==> src/rtl/intc_pkg.sv <==
package intc_pkg;
  localparam int ADDR_W    = 12;
  localparam int DATA_W    = 32;
  localparam int NUM_BANKS = 2;

  // address regions, bits [11:8]
  localparam logic [3:0] RGN_CFG  = 4'h2;
  localparam logic [3:0] RGN_PRIO = 4'h3;

  // per-bank word offsets, bits [7:0]
  localparam logic [7:0] BK_STATUS = 8'h00;
  localparam logic [7:0] BK_RAW    = 8'h04;
  localparam logic [7:0] BK_EN_SET = 8'h08;
  localparam logic [7:0] BK_EN_CLR = 8'h0C;
  localparam logic [7:0] BK_WINNER = 8'h20;
  localparam logic [7:0] BK_ACK    = 8'h28;
  localparam logic [7:0] BK_CEIL   = 8'h2C;

  localparam logic [7:0] CFG_INV  = 8'h00;
  localparam logic [7:0] CFG_HOLD = 8'h04;

  typedef enum logic [0:0] {
    BANK_NORM = 1'b0,
    BANK_FAST = 1'b1
  } bank_e;
endpackage

==> src/rtl/intc_cond.sv <==
module intc_cond #(
  parameter int N_SRC = 32
) (
  input  logic             clk_i,
  input  logic             rst_ni,
  input  logic [N_SRC-1:0] src_i,
  input  logic [N_SRC-1:0] pass_sel_i,
  input  logic [N_SRC-1:0] hold_sel_i,
  input  logic [N_SRC-1:0] ack_clr_i,
  output logic [N_SRC-1:0] raw_o
);
  logic [N_SRC-1:0] cond;
  logic [N_SRC-1:0] held_q, held_d;

  for (genvar i = 0; i < N_SRC; i++) begin : g_src
    // pass bit 1 keeps polarity
    assign cond[i]   = pass_sel_i[i] ? src_i[i] : ~src_i[i];
    // clear then re-capture: a still-active line re-arms in the same edge
    assign held_d[i] = hold_sel_i[i] & ((held_q[i] & ~ack_clr_i[i]) | cond[i]);
    assign raw_o[i]  = hold_sel_i[i] ? held_q[i] : cond[i];
  end

  always_ff @(posedge clk_i or negedge rst_ni) begin
    if (!rst_ni) held_q <= '0;
    else         held_q <= held_d;
  end
endmodule

==> src/rtl/intc_arb.sv <==
module intc_arb #(
  parameter int N_SRC  = 32,
  parameter int PRIO_W = 4,
  localparam int SRC_W = (N_SRC > 1) ? $clog2(N_SRC) : 1
) (
  input  logic [N_SRC-1:0]             status_i,
  input  logic [N_SRC-1:0][PRIO_W-1:0] prio_i,
  output logic                         valid_o,
  output logic [SRC_W-1:0]             id_o
);
  logic [PRIO_W-1:0] best;

  // strict compare keeps the lowest index on equal priority
  always_comb begin
    valid_o = 1'b0;
    best    = '1;
    id_o    = '0;
    for (int i = 0; i < N_SRC; i++) begin
      if (status_i[i] && (!valid_o || prio_i[i] < best)) begin
        valid_o = 1'b1;
        best    = prio_i[i];
        id_o    = SRC_W'(i);
      end
    end
  end
endmodule

==> src/rtl/intc_bank.sv <==
module intc_bank #(
  parameter int N_SRC  = 32,
  parameter int PRIO_W = 4,
  localparam int SRC_W = (N_SRC > 1) ? $clog2(N_SRC) : 1
) (
  input  logic                         clk_i,
  input  logic                         rst_ni,
  input  logic [N_SRC-1:0]             raw_i,
  input  logic [N_SRC-1:0][PRIO_W-1:0] prio_i,
  input  logic [N_SRC-1:0]             en_set_i,
  input  logic [N_SRC-1:0]             en_clr_i,
  input  logic                         ceil_we_i,
  input  logic [PRIO_W-1:0]            ceil_wdata_i,
  output logic [N_SRC-1:0]             en_o,
  output logic [PRIO_W-1:0]            ceil_o,
  output logic [N_SRC-1:0]             status_o,
  output logic                         req_o,
  output logic [SRC_W-1:0]             id_o
);
  logic [N_SRC-1:0]  en_q;
  logic [PRIO_W-1:0] ceil_q;
  logic [N_SRC-1:0]  in_range;
  logic              arb_valid;
  logic [SRC_W-1:0]  arb_id;

  always_ff @(posedge clk_i or negedge rst_ni) begin
    if (!rst_ni) begin
      en_q   <= '0;
      ceil_q <= '1;
    end else begin
      en_q <= (en_q | en_set_i) & ~en_clr_i;
      if (ceil_we_i) ceil_q <= ceil_wdata_i;
    end
  end

  for (genvar i = 0; i < N_SRC; i++) begin : g_ceil
    assign in_range[i] = (prio_i[i] <= ceil_q);
  end

  assign status_o = raw_i & en_q & in_range;

  intc_arb #(.N_SRC(N_SRC), .PRIO_W(PRIO_W)) u_arb (
    .status_i (status_o),
    .prio_i   (prio_i),
    .valid_o  (arb_valid),
    .id_o     (arb_id)
  );

  assign req_o  = |status_o;
  assign id_o   = arb_valid ? arb_id : '0;
  assign en_o   = en_q;
  assign ceil_o = ceil_q;
endmodule

==> src/rtl/dual_bank_intc.sv <==
module dual_bank_intc
  import intc_pkg::*;
#(
  parameter int N_SRC  = 32,
  parameter int PRIO_W = 4,
  localparam int SRC_W = (N_SRC > 1) ? $clog2(N_SRC) : 1
) (
  input  logic              clk_i,
  input  logic              rst_ni,
  input  logic [N_SRC-1:0]  src_i,
  input  logic              bus_req_i,
  input  logic              bus_we_i,
  input  logic [ADDR_W-1:0] bus_addr_i,
  input  logic [DATA_W-1:0] bus_wdata_i,
  output logic [DATA_W-1:0] bus_rdata_o,
  output logic              irq_o,
  output logic              fiq_o,
  output logic [SRC_W-1:0]  irq_id_o,
  output logic [SRC_W-1:0]  fiq_id_o
);
  logic [3:0] region;
  logic [7:0] offset;
  logic [5:0] pidx;
  logic       aligned, wr_stb, rd_stb;

  assign region  = bus_addr_i[11:8];
  assign offset  = bus_addr_i[7:0];
  assign pidx    = bus_addr_i[7:2];
  assign aligned = (bus_addr_i[1:0] == 2'b00);
  assign wr_stb  = bus_req_i & bus_we_i & aligned;
  assign rd_stb  = bus_req_i & ~bus_we_i & aligned;

  // shared configuration
  logic [N_SRC-1:0]             pass_q, hold_q;
  logic [N_SRC-1:0][PRIO_W-1:0] prio_q;
  logic [N_SRC-1:0]             raw_w, ack_clr;

  always_ff @(posedge clk_i or negedge rst_ni) begin
    if (!rst_ni) begin
      pass_q <= '1;
      hold_q <= '0;
    end else if (wr_stb && region == RGN_CFG) begin
      if (offset == CFG_INV)  pass_q <= bus_wdata_i[N_SRC-1:0];
      if (offset == CFG_HOLD) hold_q <= bus_wdata_i[N_SRC-1:0];
    end
  end

  for (genvar i = 0; i < N_SRC; i++) begin : g_prio
    logic hit;
    assign hit = wr_stb && region == RGN_PRIO && pidx == 6'(i);
    always_ff @(posedge clk_i or negedge rst_ni) begin
      if (!rst_ni)  prio_q[i] <= '0;
      else if (hit) prio_q[i] <= bus_wdata_i[PRIO_W-1:0];
    end
  end

  intc_cond #(.N_SRC(N_SRC)) u_cond (
    .clk_i      (clk_i),
    .rst_ni     (rst_ni),
    .src_i      (src_i),
    .pass_sel_i (pass_q),
    .hold_sel_i (hold_q),
    .ack_clr_i  (ack_clr),
    .raw_o      (raw_w)
  );

  // banks
  logic [N_SRC-1:0]  en_w     [NUM_BANKS];
  logic [N_SRC-1:0]  status_w [NUM_BANKS];
  logic [PRIO_W-1:0] ceil_w   [NUM_BANKS];
  logic              req_w    [NUM_BANKS];
  logic [SRC_W-1:0]  id_w     [NUM_BANKS];
  logic [N_SRC-1:0]  bank_ack [NUM_BANKS];
  logic [DATA_W-1:0] bank_rd  [NUM_BANKS];

  for (genvar b = 0; b < NUM_BANKS; b++) begin : g_bank
    localparam logic [3:0] RGN = 4'(b);
    logic             hit;
    logic [N_SRC-1:0] set_m, clr_m;
    logic             ceil_we;

    assign hit     = (region == RGN);
    assign set_m   = (wr_stb && hit && offset == BK_EN_SET) ? bus_wdata_i[N_SRC-1:0] : '0;
    assign clr_m   = (wr_stb && hit && offset == BK_EN_CLR) ? bus_wdata_i[N_SRC-1:0] : '0;
    assign ceil_we = wr_stb && hit && offset == BK_CEIL;

    intc_bank #(.N_SRC(N_SRC), .PRIO_W(PRIO_W)) u_bank (
      .clk_i        (clk_i),
      .rst_ni       (rst_ni),
      .raw_i        (raw_w),
      .prio_i       (prio_q),
      .en_set_i     (set_m),
      .en_clr_i     (clr_m),
      .ceil_we_i    (ceil_we),
      .ceil_wdata_i (bus_wdata_i[PRIO_W-1:0]),
      .en_o         (en_w[b]),
      .ceil_o       (ceil_w[b]),
      .status_o     (status_w[b]),
      .req_o        (req_w[b]),
      .id_o         (id_w[b])
    );

    always_comb begin
      bank_ack[b] = '0;
      if (rd_stb && hit && offset == BK_ACK && req_w[b]) bank_ack[b][id_w[b]] = 1'b1;
    end

    always_comb begin
      unique case (offset)
        BK_STATUS:            bank_rd[b] = DATA_W'(status_w[b]);
        BK_RAW:               bank_rd[b] = DATA_W'(raw_w);
        BK_EN_SET, BK_EN_CLR: bank_rd[b] = DATA_W'(en_w[b]);
        BK_WINNER, BK_ACK:    bank_rd[b] = DATA_W'(id_w[b]);
        BK_CEIL:              bank_rd[b] = DATA_W'(ceil_w[b]);
        default:              bank_rd[b] = '0;
      endcase
    end
  end

  always_comb begin
    ack_clr = '0;
    for (int b = 0; b < NUM_BANKS; b++) ack_clr = ack_clr | bank_ack[b];
  end

  // read path
  logic [DATA_W-1:0] cfg_rd, prio_rd, rd_mux, rdata_q;

  always_comb begin
    unique case (offset)
      CFG_INV:  cfg_rd = DATA_W'(pass_q);
      CFG_HOLD: cfg_rd = DATA_W'(hold_q);
      default:  cfg_rd = '0;
    endcase
  end

  always_comb begin
    prio_rd = '0;
    for (int i = 0; i < N_SRC; i++) begin
      if (pidx == 6'(i)) prio_rd = DATA_W'(prio_q[i]);
    end
  end

  always_comb begin
    unique case (region)
      4'h0:     rd_mux = bank_rd[BANK_NORM];
      4'h1:     rd_mux = bank_rd[BANK_FAST];
      RGN_CFG:  rd_mux = cfg_rd;
      RGN_PRIO: rd_mux = prio_rd;
      default:  rd_mux = '0;
    endcase
  end

  always_ff @(posedge clk_i or negedge rst_ni) begin
    if (!rst_ni)                        rdata_q <= '0;
    else if (bus_req_i && !bus_we_i)    rdata_q <= aligned ? rd_mux : '0;
  end

  assign bus_rdata_o = rdata_q;
  assign irq_o       = req_w[BANK_NORM];
  assign fiq_o       = req_w[BANK_FAST];
  assign irq_id_o    = id_w[BANK_NORM];
  assign fiq_id_o    = id_w[BANK_FAST];
endmodule


==> config.mk <==
export PLATFORM = sky130hd
export DESIGN_NAME = dual_bank_intc
export DESIGN_NICKNAME = d
export VERILOG_FILES = /design/src/rtl/intc_pkg.sv /design/src/rtl/intc_cond.sv /design/src/rtl/intc_arb.sv /design/src/rtl/intc_bank.sv /design/src/rtl/dual_bank_intc.sv
export SDC_FILE = /design/constraint.sdc
export NUM_CORES = 2
export LEC_CHECK = 0
export ABC_AREA = 1
export BUFFER_PORTS_ARGS = -buffer_cell sky130_fd_sc_hd__buf_4
export CORE_ASPECT_RATIO = 0.5
export CORE_MARGIN = 10
export CORE_UTILIZATION = 53
export DETAILED_ROUTE_END_ITERATION = 7
export PLACE_DENSITY = 0.72
export SYNTH_ARGS = -nofsm -noshare
export SYNTH_HDL_FRONTEND = slang
export SYNTH_SLANG_ARGS = --single-unit
export TNS_END_PERCENT = 30
==> constraint.sdc <==
create_clock -name clk_i -period 53.1 [get_ports clk_i]
set_clock_uncertainty 0.05 [all_clocks]
set_input_delay 10.62 -clock clk_i [delete_from_list [all_inputs] [get_ports clk_i]]
set_output_delay 10.62 -clock clk_i [all_outputs]
set_load 0.01 [all_outputs]
==> flow_summary.json <==
{
  "htree_num_levels": 2,
  "num_io_pins": 124,
  "setup-violations-final": 0,
  "dp_hpwl_um": 102000,
  "hold_path_class": "flip-flop to flip-flop",
  "ys_ff_latch": 328,
  "antenna_found_initial": 7,
  "status": "finished with violations",
  "gp_congestion": 0.999,
  "synthFlopType": "dfrtp_1",
  "num_vias": 38100,
  "finalHoldViolCount": 0,
  "max_slew_margin_pct": 1.48,
  "grt-ovfl-total": 0,
  "cts-root-buf": "clkbuf_16",
  "initial_core_util_pct": 54.0,
  "max_freq_mhz": 19.6,
  "crit_arrival_ps": 40240,
  "path_class": "input port to primary output",
  "cp_max_fo": 10,
  "synth_cells": 5336,
  "synthTopCellsByCount": "nand2_1, inv_1, nand3_1",
  "num-nets-final": 5970,
  "slew_viol_final": 0,
  "yosys.area.top_type": "dfrtp_1",
  "cp-start-kind": "input port",
  "clkPwrFrac_pct": 32.8,
  "dieArea_um2": 78200,
  "critPathRequiredTime_ps": 42430,
  "ys_seq_area_share_pct": 23.3,
  "yosysTopAreaCellShare_pct": 20.4,
  "reg2reg_depth": 289,
  "tightestPinTransition_ps": 1480,
  "die_width_um": 386,
  "cp_common_cell": "nand2_1",
  "fin_setup_tns_ps": 0,
  "nFillCells": 6203,
  "clockBufferDepth": 3,
  "async_flop_share_pct": 100,
  "timing.rr.start": "g_bank[1].u_bank.ceil_o[3]",
  "grt_max_degree": 77,
  "post_dp_cell_area_um2": 37500,
  "pwr-share-seq_pct": 29.7,
  "cts_buffers": 36,
  "holdPathEnd": "bus_rdata_o[24]",
  "wl_um": 139000,
  "critical-path-slowest-cell": "ha_1",
  "maxCapViolations": 1,
  "cts_hold_buf": 0,
  "routedWlPerCell_um": 21.4,
  "syn_area_um2": 35400,
  "portBuffers": 123,
  "yosysWarnings": 0,
  "p_sw_mw": 0.328,
  "min_period_over_period_pct": 95.9,
  "die_h_um": 203,
  "drc": 0,
  "pwr-share-comb_pct": 37.5,
  "synthDistinctLibCells": 59,
  "drtAntennaViolNets": 0,
  "p_per_area_nw_per_um2": 21.3,
  "design_area_um2": 39700,
  "viasPerCell": 5.88,
  "worstHoldStart": "bus_rdata_o[24]",
  "worstSkewPairLatency_ps": 610,
  "grt_pass1_vias": 34800,
  "area_growth_pct": 12.2,
  "drive_above_1_share_pct": 19.0,
  "internal_power_mw": 0.517,
  "violations": "max-capacitance violations",
  "tritoncts": "built",
  "core-area_um2": 65600,
  "clk_pin_slew_ps": 70,
  "detail_route.iter0.violations": 4921,
  "clkSinkCount": 328,
  "r2r-end": "u_cond.held_q[30]",
  "grt_pass1_wl_um": 208000,
  "rrSetupSlack_ps": 21080,
  "syn_nets": 5742,
  "p_leak_nw": 20.4,
  "worst_setup_path_end_kind": "primary output",
  "std_cell_rows": 66,
  "switching_share_pct": 38.8,
  "critPathMaxStageDelay_ps": 350,
  "yosysMostFrequentCell": "nand2_1",
  "synth.top_cells.by_area": "dfrtp_1, nand2_1, ha_1, nand3_1, o21ai_0",
  "first_pass_iters": 6,
  "timing.final.crit_period_ps": 50910,
  "syn_area_per_cell_um2": 6.63,
  "synth_edf_count": 0,
  "min_path_cells": 2,
  "grt_usage_pct": 34.1,
  "ir_worst_vdd_uv": 22.9
}
[flip-flops by register name, indices dropped and copies added (netlist names)]
| name | flops |
|---|---|
| g_bank.u_bank.ceil_o | 8 |
| u_cond.held_q | 32 |
| bus_rdata_o | 32 |
| pass_q | 32 |
| prio_q | 128 |
| g_bank.u_bank.en_o | 64 |
| hold_q | 32 |
[layout by cell type, fill, tap and decap left out, drive strengths merged, types with 33 or more instances in the layout]
| cell | instances |
|---|---|
| ha | 326 |
| clkinv | 33 |
| a21oi | 181 |
| o22ai | 55 |
| dfrtp | 288 |
| clkbuf | 51 |
| buf | 301 |
| inv | 778 |
| o21ai | 565 |
| o21bai | 56 |
| nor2 | 337 |
| nand2 | 1723 |
| dfstp | 40 |
| o211ai | 46 |
| nand3 | 636 |
[power groups by stage]
stage	clock network [mW]	registers (mW)	logic (mW)
2_1_floorplan	0	0.256	0.199
3_3_place_gp	0	0.256	0.281
3_5_place_dp	0	0.256	0.287
4_1_cts	0.278	0.251	0.290
5_1_grt	0.287	0.251	0.350
6_report	0.277	0.251	0.317
[per-stage QoR]
step / hold WS [ps] / power (mW) / std cells / worst slack, ps / utilization, %
global route: 459 / 0.888 / 6479 / -338 / 60.6
global placement: 415 / 0.537 / 6355 / 17.4 / 57.2
finish: 433 / 0.846 / 6482 / 2190 / 60.6
CTS: 435 / 0.819 / 6421 / 45.6 / 59.1
detailed placement: 417 / 0.543 / 6355 / -1020 / 57.2
floorplan: 403 / 0.455 / 5336 / 3720 / -
[logic make-up (layout without fill, tap and decap cells)]
group / count (synthesis) / after routing / share of synthesized area, %
compound gates: 992 / 992 / 16.0
flops: 328 / 328 / 23.3
simple gates: 2743 / 2745 / 37.0
xor+xnor: 31 / 31 / 0.767
buf+inv: 916 / 1170 / 11.3
other cells: 0 / 6 / 0
fa+ha+maj: 326 / 326 / 11.5
[worst max-delay path: cells and delay by family]
kind                     cells  cell delay, ps
AND/OR/NAND/NOR            135           11340
adder cells (fa/ha/maj)     31            9340
AO/OA/AOI/OAI               57            5830
buffers and inverters       54            3140
[worst max path at each step]
| stage | end | startpoint | slack, ps |
|---|---|---|---|
| after floorplan | irq_id_o[4] | src_i[0] | 3720 |
| after global placement | irq_id_o[4] | src_i[0] | 20 |
| after detailed placement | irq_id_o[4] | src_i[0] | -1020 |
| after CTS | irq_id_o[4] | src_i[0] | 50 |
| after global routing | irq_id_o[1] | src_i[0] | -340 |
| final | irq_id_o[4] | src_i[0] | 2190 |
[per-layer routing]
layer | track usage, % | part of all wire, % | vias up
met4 | 14.5 | 4.7 | 2
met1 | 48.3 | 43 | 17700
met5 | 0.702 | 0.0079 | -
met2 | 47.3 | 40 | 2060
met3 | 9.82 | 13 | 355
li1 | - | - | 18000
[repair_timing]
item,in CTS,in global routing
endpoints found under the setup margin,10,10
gates resized for setup,24,147
setup buffers,0,53
cloned,0,2
pin swaps,0,80
[layout make-up]
type	instances	area (um^2)	share of cell area [%]
Multi-Input combinational cell	4094	23700	59.8
Sequential cell	328	8260	20.8
Inverter	803	3090	7.79
Timing Repair Buffer	301	2270	5.71
Tap cell	884	1110	2.79
Clock buffer	51	1050	2.64
Clock inverter	15	183	0.460
Antenna cell	6	15.0	0.0378
Note: power is estimated with default switching activity, not from simulation.
